$ cat src/rtl/xw_pkg.sv
`timescale 1ns/1ps
// Shared constants and types for the translation walker.
// Assumes 32-bit addresses, 4 KB pages and 4-byte table entries.
package xw_pkg;
    localparam int ADDR_W = 32;
    localparam int OFF_W  = 12;
    localparam int IDX_W  = 10;
    localparam int PN_W   = ADDR_W - OFF_W;
    localparam int BIT_V     = 0;
    localparam int BIT_REF   = 5;
    localparam int BIT_DIRTY = 6;

    typedef logic [PN_W-1:0] pn_t;

    typedef enum logic [3:0] {
        S_IDLE, S_LOOK, S_DREQ, S_DWAIT, S_TREQ, S_TWAIT, S_WREQ, S_WWAIT, S_RESP
    } walk_st_t;
endpackage

$ cat src/rtl/xw_tlb.sv
`timescale 1ns/1ps
// Fully associative translation cache with round-robin replacement.
// Looks up lk_vpn every cycle. A fill overwrites the entry that matches
// lk_vpn if there is one, otherwise the round-robin slot. A flush wins over a fill.
module xw_tlb
    import xw_pkg::*;
#(
    parameter int ENTRIES = 8
) (
    input  logic clk,
    input  logic rst_n,
    input  logic flush,
    input  pn_t  lk_vpn,
    output logic hit,
    output pn_t  hit_pfn,
    output logic hit_dirty,
    input  logic fill_en,
    input  pn_t  fill_pfn,
    input  logic fill_dirty
);
    localparam int IW = (ENTRIES > 1) ? $clog2(ENTRIES) : 1;

    logic [ENTRIES-1:0] vld_q;
    logic [ENTRIES-1:0] dty_q;
    logic [ENTRIES-1:0] match;
    pn_t                vpn_q [ENTRIES];
    pn_t                pfn_q [ENTRIES];
    logic [IW-1:0]      hit_idx;
    logic [IW-1:0]      rr_q;
    logic [IW-1:0]      slot;

    // Compare the lookup page against every entry in parallel.
    generate
        for (genvar g = 0; g < ENTRIES; g++) begin : g_cmp
            assign match[g] = vld_q[g] && (vpn_q[g] == lk_vpn);
        end
    endgenerate

    // Encode the matching slot and select its contents.
    always_comb begin
        hit_idx = '0;
        for (int i = 0; i < ENTRIES; i++) begin
            if (match[i]) hit_idx = IW'(i);
        end
        hit       = |match;
        hit_pfn   = pfn_q[hit_idx];
        hit_dirty = dty_q[hit_idx];
        slot      = hit ? hit_idx : rr_q;
    end

    // Flush, install entries and advance the replacement pointer.
    always_ff @(posedge clk) begin
        if (!rst_n) begin
            vld_q <= '0;
            dty_q <= '0;
            rr_q  <= '0;
            for (int i = 0; i < ENTRIES; i++) begin
                vpn_q[i] <= '0;
                pfn_q[i] <= '0;
            end
        end else if (flush) begin
            vld_q <= '0;
        end else if (fill_en) begin
            vld_q[slot] <= 1'b1;
            dty_q[slot] <= fill_dirty;
            vpn_q[slot] <= lk_vpn;
            pfn_q[slot] <= fill_pfn;
            if (!hit) begin
                rr_q <= (rr_q == IW'(ENTRIES - 1)) ? '0 : rr_q + IW'(1);
            end
        end
    end
endmodule

$ cat src/rtl/xw_walk.sv
`timescale 1ns/1ps
// Walk controller: accepts a request, consults the translation cache and,
// on a miss, reads the directory and leaf entries. It writes the leaf back
// when its usage bits change, fills the cache and holds the response.
// Assumes memory answers every request, including writes, with one
// mem_rsp_valid pulse, and never answers without a request.
module xw_walk
    import xw_pkg::*;
(
    input  logic              clk,
    input  logic              rst_n,
    input  logic [ADDR_W-1:0] ptbase,
    input  logic              req_valid,
    output logic              req_ready,
    input  logic [ADDR_W-1:0] req_vaddr,
    input  logic              req_store,
    output logic              rsp_valid,
    input  logic              rsp_ready,
    output logic [ADDR_W-1:0] rsp_paddr,
    output logic              rsp_fault,
    output logic              rsp_fault_lvl,
    output logic [ADDR_W-1:0] rsp_fault_vaddr,
    output logic              mem_req_valid,
    output logic              mem_req_write,
    output logic [ADDR_W-1:0] mem_req_addr,
    output logic [ADDR_W-1:0] mem_req_wdata,
    input  logic              mem_rsp_valid,
    input  logic [ADDR_W-1:0] mem_rsp_rdata,
    output pn_t               lk_vpn,
    input  logic              tlb_hit,
    input  pn_t               tlb_pfn,
    input  logic              tlb_dirty,
    output logic              fill_en,
    output pn_t               fill_pfn,
    output logic              fill_dirty
);
    walk_st_t          state_q;
    logic [ADDR_W-1:0] va_q;
    logic              st_q;
    pn_t               tbase_q;
    logic [ADDR_W-1:0] leaf_q;
    logic [ADDR_W-1:0] paddr_q;
    logic              fault_q;
    logic              lvl_q;
    logic [ADDR_W-1:0] set_mask;
    logic [ADDR_W-1:0] leaf_new;
    logic              leaf_changes;

    // Leaf entry with the usage bits this access requires.
    always_comb begin
        set_mask            = '0;
        set_mask[BIT_REF]   = 1'b1;
        set_mask[BIT_DIRTY] = st_q;
        leaf_new            = mem_rsp_rdata | set_mask;
        leaf_changes        = (leaf_new != mem_rsp_rdata);
    end

    // Drive handshake, memory port and cache fill from the state.
    always_comb begin
        req_ready       = (state_q == S_IDLE);
        rsp_valid       = (state_q == S_RESP);
        rsp_paddr       = paddr_q;
        rsp_fault       = fault_q;
        rsp_fault_lvl   = lvl_q;
        rsp_fault_vaddr = va_q;
        mem_req_valid   = (state_q == S_DREQ) || (state_q == S_TREQ) || (state_q == S_WREQ);
        mem_req_write   = (state_q == S_WREQ);
        mem_req_wdata   = leaf_q;
        if (state_q == S_DREQ) begin
            mem_req_addr = ptbase + {{(ADDR_W - IDX_W - 2){1'b0}}, va_q[ADDR_W-1 -: IDX_W], 2'b00};
        end else begin
            mem_req_addr = {tbase_q, va_q[OFF_W +: IDX_W], 2'b00};
        end
        lk_vpn  = va_q[ADDR_W-1:OFF_W];
        fill_en = mem_rsp_valid &&
                  (((state_q == S_TWAIT) && mem_rsp_rdata[BIT_V] && !leaf_changes) ||
                   (state_q == S_WWAIT));
        if (state_q == S_WWAIT) begin
            fill_pfn   = leaf_q[ADDR_W-1:OFF_W];
            fill_dirty = leaf_q[BIT_DIRTY];
        end else begin
            fill_pfn   = mem_rsp_rdata[ADDR_W-1:OFF_W];
            fill_dirty = mem_rsp_rdata[BIT_DIRTY];
        end
    end

    // Sequence one translation from acceptance to response.
    always_ff @(posedge clk) begin
        if (!rst_n) begin
            state_q <= S_IDLE;
            va_q    <= '0;
            st_q    <= 1'b0;
            tbase_q <= '0;
            leaf_q  <= '0;
            paddr_q <= '0;
            fault_q <= 1'b0;
            lvl_q   <= 1'b0;
        end else begin
            case (state_q)
                S_IDLE: begin
                    if (req_valid) begin
                        va_q    <= req_vaddr;
                        st_q    <= req_store;
                        state_q <= S_LOOK;
                    end
                end
                S_LOOK: begin
                    if (tlb_hit && (tlb_dirty || !st_q)) begin
                        paddr_q <= {tlb_pfn, va_q[OFF_W-1:0]};
                        fault_q <= 1'b0;
                        state_q <= S_RESP;
                    end else begin
                        state_q <= S_DREQ;
                    end
                end
                S_DREQ: state_q <= S_DWAIT;
                S_DWAIT: begin
                    if (mem_rsp_valid) begin
                        if (!mem_rsp_rdata[BIT_V]) begin
                            fault_q <= 1'b1;
                            lvl_q   <= 1'b0;
                            paddr_q <= '0;
                            state_q <= S_RESP;
                        end else begin
                            tbase_q <= mem_rsp_rdata[ADDR_W-1:OFF_W];
                            state_q <= S_TREQ;
                        end
                    end
                end
                S_TREQ: state_q <= S_TWAIT;
                S_TWAIT: begin
                    if (mem_rsp_valid) begin
                        if (!mem_rsp_rdata[BIT_V]) begin
                            fault_q <= 1'b1;
                            lvl_q   <= 1'b1;
                            paddr_q <= '0;
                            state_q <= S_RESP;
                        end else begin
                            fault_q <= 1'b0;
                            paddr_q <= {mem_rsp_rdata[ADDR_W-1:OFF_W], va_q[OFF_W-1:0]};
                            leaf_q  <= leaf_new;
                            state_q <= leaf_changes ? S_WREQ : S_RESP;
                        end
                    end
                end
                S_WREQ: state_q <= S_WWAIT;
                S_WWAIT: begin
                    if (mem_rsp_valid) state_q <= S_RESP;
                end
                S_RESP: begin
                    if (rsp_ready) state_q <= S_IDLE;
                end
                default: state_q <= S_IDLE;
            endcase
        end
    end
endmodule

$ cat src/rtl/xlate_walker.sv
`timescale 1ns/1ps
// Top of the translation walker: the walk controller plus the translation cache.
// Assumes ptbase is stable while a walk is in progress.
module xlate_walker
    import xw_pkg::*;
#(
    parameter int TLB_ENTRIES = 8
) (
    input  logic        clk,
    input  logic        rst_n,
    input  logic [31:0] ptbase,
    input  logic        flush,
    input  logic        req_valid,
    output logic        req_ready,
    input  logic [31:0] req_vaddr,
    input  logic        req_store,
    output logic        rsp_valid,
    input  logic        rsp_ready,
    output logic [31:0] rsp_paddr,
    output logic        rsp_fault,
    output logic        rsp_fault_lvl,
    output logic [31:0] rsp_fault_vaddr,
    output logic        mem_req_valid,
    output logic        mem_req_write,
    output logic [31:0] mem_req_addr,
    output logic [31:0] mem_req_wdata,
    input  logic        mem_rsp_valid,
    input  logic [31:0] mem_rsp_rdata
);
    pn_t  lk_vpn;
    logic tlb_hit;
    pn_t  tlb_pfn;
    logic tlb_dirty;
    logic fill_en;
    pn_t  fill_pfn;
    logic fill_dirty;

    xw_walk walk_i (
        .clk(clk), .rst_n(rst_n), .ptbase(ptbase),
        .req_valid(req_valid), .req_ready(req_ready), .req_vaddr(req_vaddr), .req_store(req_store),
        .rsp_valid(rsp_valid), .rsp_ready(rsp_ready), .rsp_paddr(rsp_paddr), .rsp_fault(rsp_fault),
        .rsp_fault_lvl(rsp_fault_lvl), .rsp_fault_vaddr(rsp_fault_vaddr),
        .mem_req_valid(mem_req_valid), .mem_req_write(mem_req_write),
        .mem_req_addr(mem_req_addr), .mem_req_wdata(mem_req_wdata),
        .mem_rsp_valid(mem_rsp_valid), .mem_rsp_rdata(mem_rsp_rdata),
        .lk_vpn(lk_vpn), .tlb_hit(tlb_hit), .tlb_pfn(tlb_pfn), .tlb_dirty(tlb_dirty),
        .fill_en(fill_en), .fill_pfn(fill_pfn), .fill_dirty(fill_dirty)
    );

    xw_tlb #(.ENTRIES(TLB_ENTRIES)) tlb_i (
        .clk(clk), .rst_n(rst_n), .flush(flush), .lk_vpn(lk_vpn),
        .hit(tlb_hit), .hit_pfn(tlb_pfn), .hit_dirty(tlb_dirty),
        .fill_en(fill_en), .fill_pfn(fill_pfn), .fill_dirty(fill_dirty)
    );
endmodule

$ cat config.mk
export PLATFORM = sky130hd
export DESIGN_NAME = xlate_walker
export DESIGN_NICKNAME = d
export VERILOG_FILES = /design/src/rtl/xw_pkg.sv /design/src/rtl/xw_tlb.sv /design/src/rtl/xw_walk.sv /design/src/rtl/xlate_walker.sv
export SDC_FILE = /design/constraint.sdc
export NUM_CORES = 1
export LEC_CHECK = 0
export BUFFER_PORTS_ARGS = -buffer_cell sky130_fd_sc_hd__buf_2
export CAP_MARGIN = 10
export CORE_ASPECT_RATIO = 1.4
export CORE_MARGIN = 4
export CORE_UTILIZATION = 56
export CTS_CLUSTER_DIAMETER = 50
export DETAILED_ROUTE_END_ITERATION = 8
export PLACE_DENSITY = 0.83
export SETUP_SLACK_MARGIN = 0.1
export SLEW_MARGIN = 20
export SYNTH_ARGS = -nofsm -noshare
export SYNTH_HDL_FRONTEND = slang
export SYNTH_SLANG_ARGS = --single-unit
$ cat constraint.sdc
create_clock -name clk -period 7.94 [get_ports clk]
set_clock_uncertainty 0.05 [all_clocks]
set_input_delay 1.191 -clock clk [delete_from_list [all_inputs] [get_ports clk]]
set_output_delay 1.191 -clock clk [all_outputs]
set_load 0.02 [all_outputs]
==> impl_metrics.env <==
export IMPL_period_share=0.8113
export IMPL_chipHeight_um=243.1
export IMPL_cts_repair_resize_count=0
export IMPL_fmax_ghz=0.1552
export IMPL_routabilityCongestion=0.9999
export IMPL_io_pins=237
export IMPL_cap_violations=0
export IMPL_die_width_um=175.9
export IMPL_syn_inst=2077
export IMPL_combPwrFrac=0.122
export IMPL_multiInputGateArea_um2=8947
export IMPL_portBuffers=236
export IMPL_seq_area_frac_synth=0.5634
export IMPL_grt_max_degree=83
export IMPL_status="finished, final reports clean"
export IMPL_grt_overflow_total=0
export IMPL_final_area_um2=25120
export IMPL_cp_top_family="compound AO/OA/AOI/OAI gates"
export IMPL_clockBufferDepth=3
export IMPL_synth_flop_cell="edfxtp_1"
export IMPL_arrival_ns=5.20
export IMPL_antenna_found_initial=1
export IMPL_slew_headroom=0.2710
export IMPL_synth_largest_area_cell="edfxtp_1"
export IMPL_swShare=0.2591
export IMPL_crit_chain="clkinv_1, fa_1, nor2b_1, o21ai_0, a21boi_0, o21ai_0, a21boi_0, o21ai_0, a21oi_1, o2111ai_1, xor2_1, o21ai_0, buf_2"
export IMPL_htreeDepth=2
export IMPL_syn_area_per_cell_um2=10.64
export IMPL_synth_most_common_cell="edfxtp_1"
export IMPL_cts_tree="done"
export IMPL_wire_per_inst_um=21.37
export IMPL_leakage_nw=10.03
export IMPL_p_seq_frac=0.492
export IMPL_final_max_slew_violation_count=0
export IMPL_worst_ep_required_time_ns=6.70
export IMPL_yosysWarnings=0
export IMPL_hold_buffers=0
export IMPL_ys_seq_elements=462
export IMPL_insertion_delay_ns=0.56
export IMPL_areaGrowthSynthToFinish_pct=13.65
export IMPL_layout_min_cycle_time_ns=6.441
export IMPL_cp_start_kind="flip-flop"
export IMPL_p_switching_mw=1.434
export IMPL_dpl_hpwl_um=39600
export IMPL_rows=85
export IMPL_final_layout_size_suffix_gt1_frac=0.1654
export IMPL_grtUsageTotal=0.2712
export IMPL_setup_viol=0
export IMPL_dp_cells=2716
export IMPL_cts_buffers=46
export IMPL_coreArea_um2=38710
export IMPL_synth_commonest_cells="320 x edfxtp_1, 281 x nand2_1, 202 x nor2_1"
export IMPL_worst_slew_pin_slew_ns=1.091
export IMPL_ctsRootBufferMaster="clkbuf_16"
export IMPL_ant_nets=0
export IMPL_dr_pass1_iters=8
export IMPL_crit_path_max_incr_delay_ns=0.74
export IMPL_critPathKind="flip-flop to output port"
export IMPL_p_int_mw=4.100
export IMPL_rsz0062_at_grt="no"
export IMPL_fill_cells=2883
export IMPL_post_route_util=0.6489
export IMPL_timing_rr_start="walk_i.rsp_fault_vaddr[17]"
export IMPL_syn_cell_area_um2=22100
export IMPL_clock_power_share=0.386
export IMPL_seqCellArea_um2=12450
export IMPL_grt_pass1_vias=16110
export IMPL_hold_violations=0
export IMPL_routed_wl_um=59890
export IMPL_die_area_um2=42750
export IMPL_hp_start="tlb_i.vld_q[4]"
export IMPL_vdd_drop_max_mv=0.2378
export IMPL_num_vias=16500
export IMPL_stdcell_count=2802
export IMPL_first_iter_violations=1711
export IMPL_crit_top_cell="o21ai_0"
export IMPL_yosysTopAreaCellShare=0.4348
export IMPL_cellPowerDensity_nw_per_um2=220.3
export IMPL_yosys_cell_types_count=62
export IMPL_synth_edf_count=320
export IMPL_cts_sink_count=462
export IMPL_final_nets=2358
export IMPL_path_buf_inv=2
export IMPL_tns_ns=0
export IMPL_hp_class="flip-flop to flip-flop"
export IMPL_cp_max_fo=12
export IMPL_start_util=0.5709
export IMPL_syn_nets=2193
export IMPL_ys_top_cells_by_area="edfxtp_1 43%, dfxtp_1 13%, and2_1 5.0%, nand2_1 4.8%, mux2i_1 4.3%"
export IMPL_slowest_stage="dfxtp_1"
export IMPL_drcViolationCount=0
export IMPL_post_cts_repair_setup_buffers=0
export IMPL_grt_pass1_wl_um=91110
export IMPL_power_total_mw=5.534
export IMPL_vias_per_cell=5.888
export IMPL_startpoint="walk_i.rsp_fault_vaddr[23]"
export IMPL_async_flop_share=0
export IMPL_cp_end_kind="output port"
export IMPL_dpl_cell_area_um2=23620
export IMPL_cts_clk_slew_worst_paths_ns=0.07
placed cells by master (no fill, tap or decap), drive strengths merged, types with 9 or more instances in the layout:
cell type,Yosys,layout
nor4,21,21
mux2i,96,96
a21boi,86,86
clkinv,1,20
or2,11,11
a211oi,41,41
a21oi,13,13
xnor2,102,102
dfxtp,142,142
xor2,81,81
nor2,203,203
edfxtp,320,320
nor3,16,16
o22ai,9,9
and3,32,32
nand4,27,27
nor2b,30,30
a311oi,21,21
nand3,20,20
o21ai,97,97
ha,12,12
and2,177,177
inv,25,29
nand2,281,281
clkbuf,108,59
buf,46,275
logic make-up after synthesis:
group / after synthesis / synth area share
AO/OA/AOI/OAI: 302 / 0.09409
XOR/XNOR: 183 / 0.07252
adder cells (fa/ha/maj): 13 / 0.007699
buffers and inverters: 184 / 0.03742
flip-flops: 462 / 0.5634
multiplexers: 96 / 0.04348
AND/OR/NAND/NOR: 837 / 0.1814
through the flow:
stage / hold WS (ns) / setup WS, ns
2_1_floorplan: 0.3655 / 2.053
3_3_place_gp: 0.3750 / 2.295
3_5_place_dp: 0.3833 / 2.207
4_1_cts: 0.3949 / 1.705
5_1_grt: 0.4084 / 1.315
6_report: 0.3972 / 1.499
worst min-delay path: cells and delay by family (launching register included):
family           cells  cell delay (ns)
and+or+nand+nor      2             0.09
DFF                  1             0.31
sequential cells by signal, summed over array words and instances (netlist names):
signal / cells
tlb_i.vld_q: 8
walk_i.tbase_q: 20
walk_i.st_q: 1
tlb_i.vpn_q: 160
walk_i.rsp_fault_vaddr: 32
tlb_i.dty_q: 8
tlb_i.pfn_q: 160
walk_i.state_q: 4
walk_i.rsp_fault_lvl: 1
walk_i.mem_req_wdata: 32
walk_i.rsp_fault: 1
walk_i.rsp_paddr: 32
tlb_i.rr_q: 3
routing by layer:
metal | vias up | global-route usage | routed length [um]
li1 | 7525 | - | -
met4 | 0 | 0.1436 | 3261
met3 | 187 | 0.03549 | 4344
met2 | 818 | 0.4638 | 30300
met1 | 7968 | 0.3344 | 21980
met5 | - | 0 | 0
final cells by class:
type                       instances  share of cell area
timing repair buffer             275             0.05878
clock buffer                      59             0.05145
sequential                       462              0.4957
multi-input combinational       1431              0.3562
inverter                          26            0.003885
antenna                            1          0.00009962
tap                              522             0.02600
clock inverter                    26            0.007870
path summary, 6_finish.rpt:
path                          end  slack (ns)  cells after the start
max reg2reg  walk_i.rsp_paddr[26]        2.59                     12
max              mem_req_addr[26]        1.50                     13
min reg2reg        tlb_i.vld_q[4]        0.40                      2
min                tlb_i.vld_q[4]        0.40                      2
power by group through the flow:
| stage | logic [mW] | registers, mW | clock network [mW] |
|---|---|---|---|
| global placement | 0.647 | 2.77 | 0 |
| detailed placement | 0.662 | 2.77 | 0 |
| CTS | 0.667 | 2.72 | 2.15 |
| floorplan | 0.428 | 2.77 | 0 |
| finish | 0.673 | 2.72 | 2.14 |
| global route | 0.723 | 2.73 | 2.25 |
(Power assumes the default switching activity.)
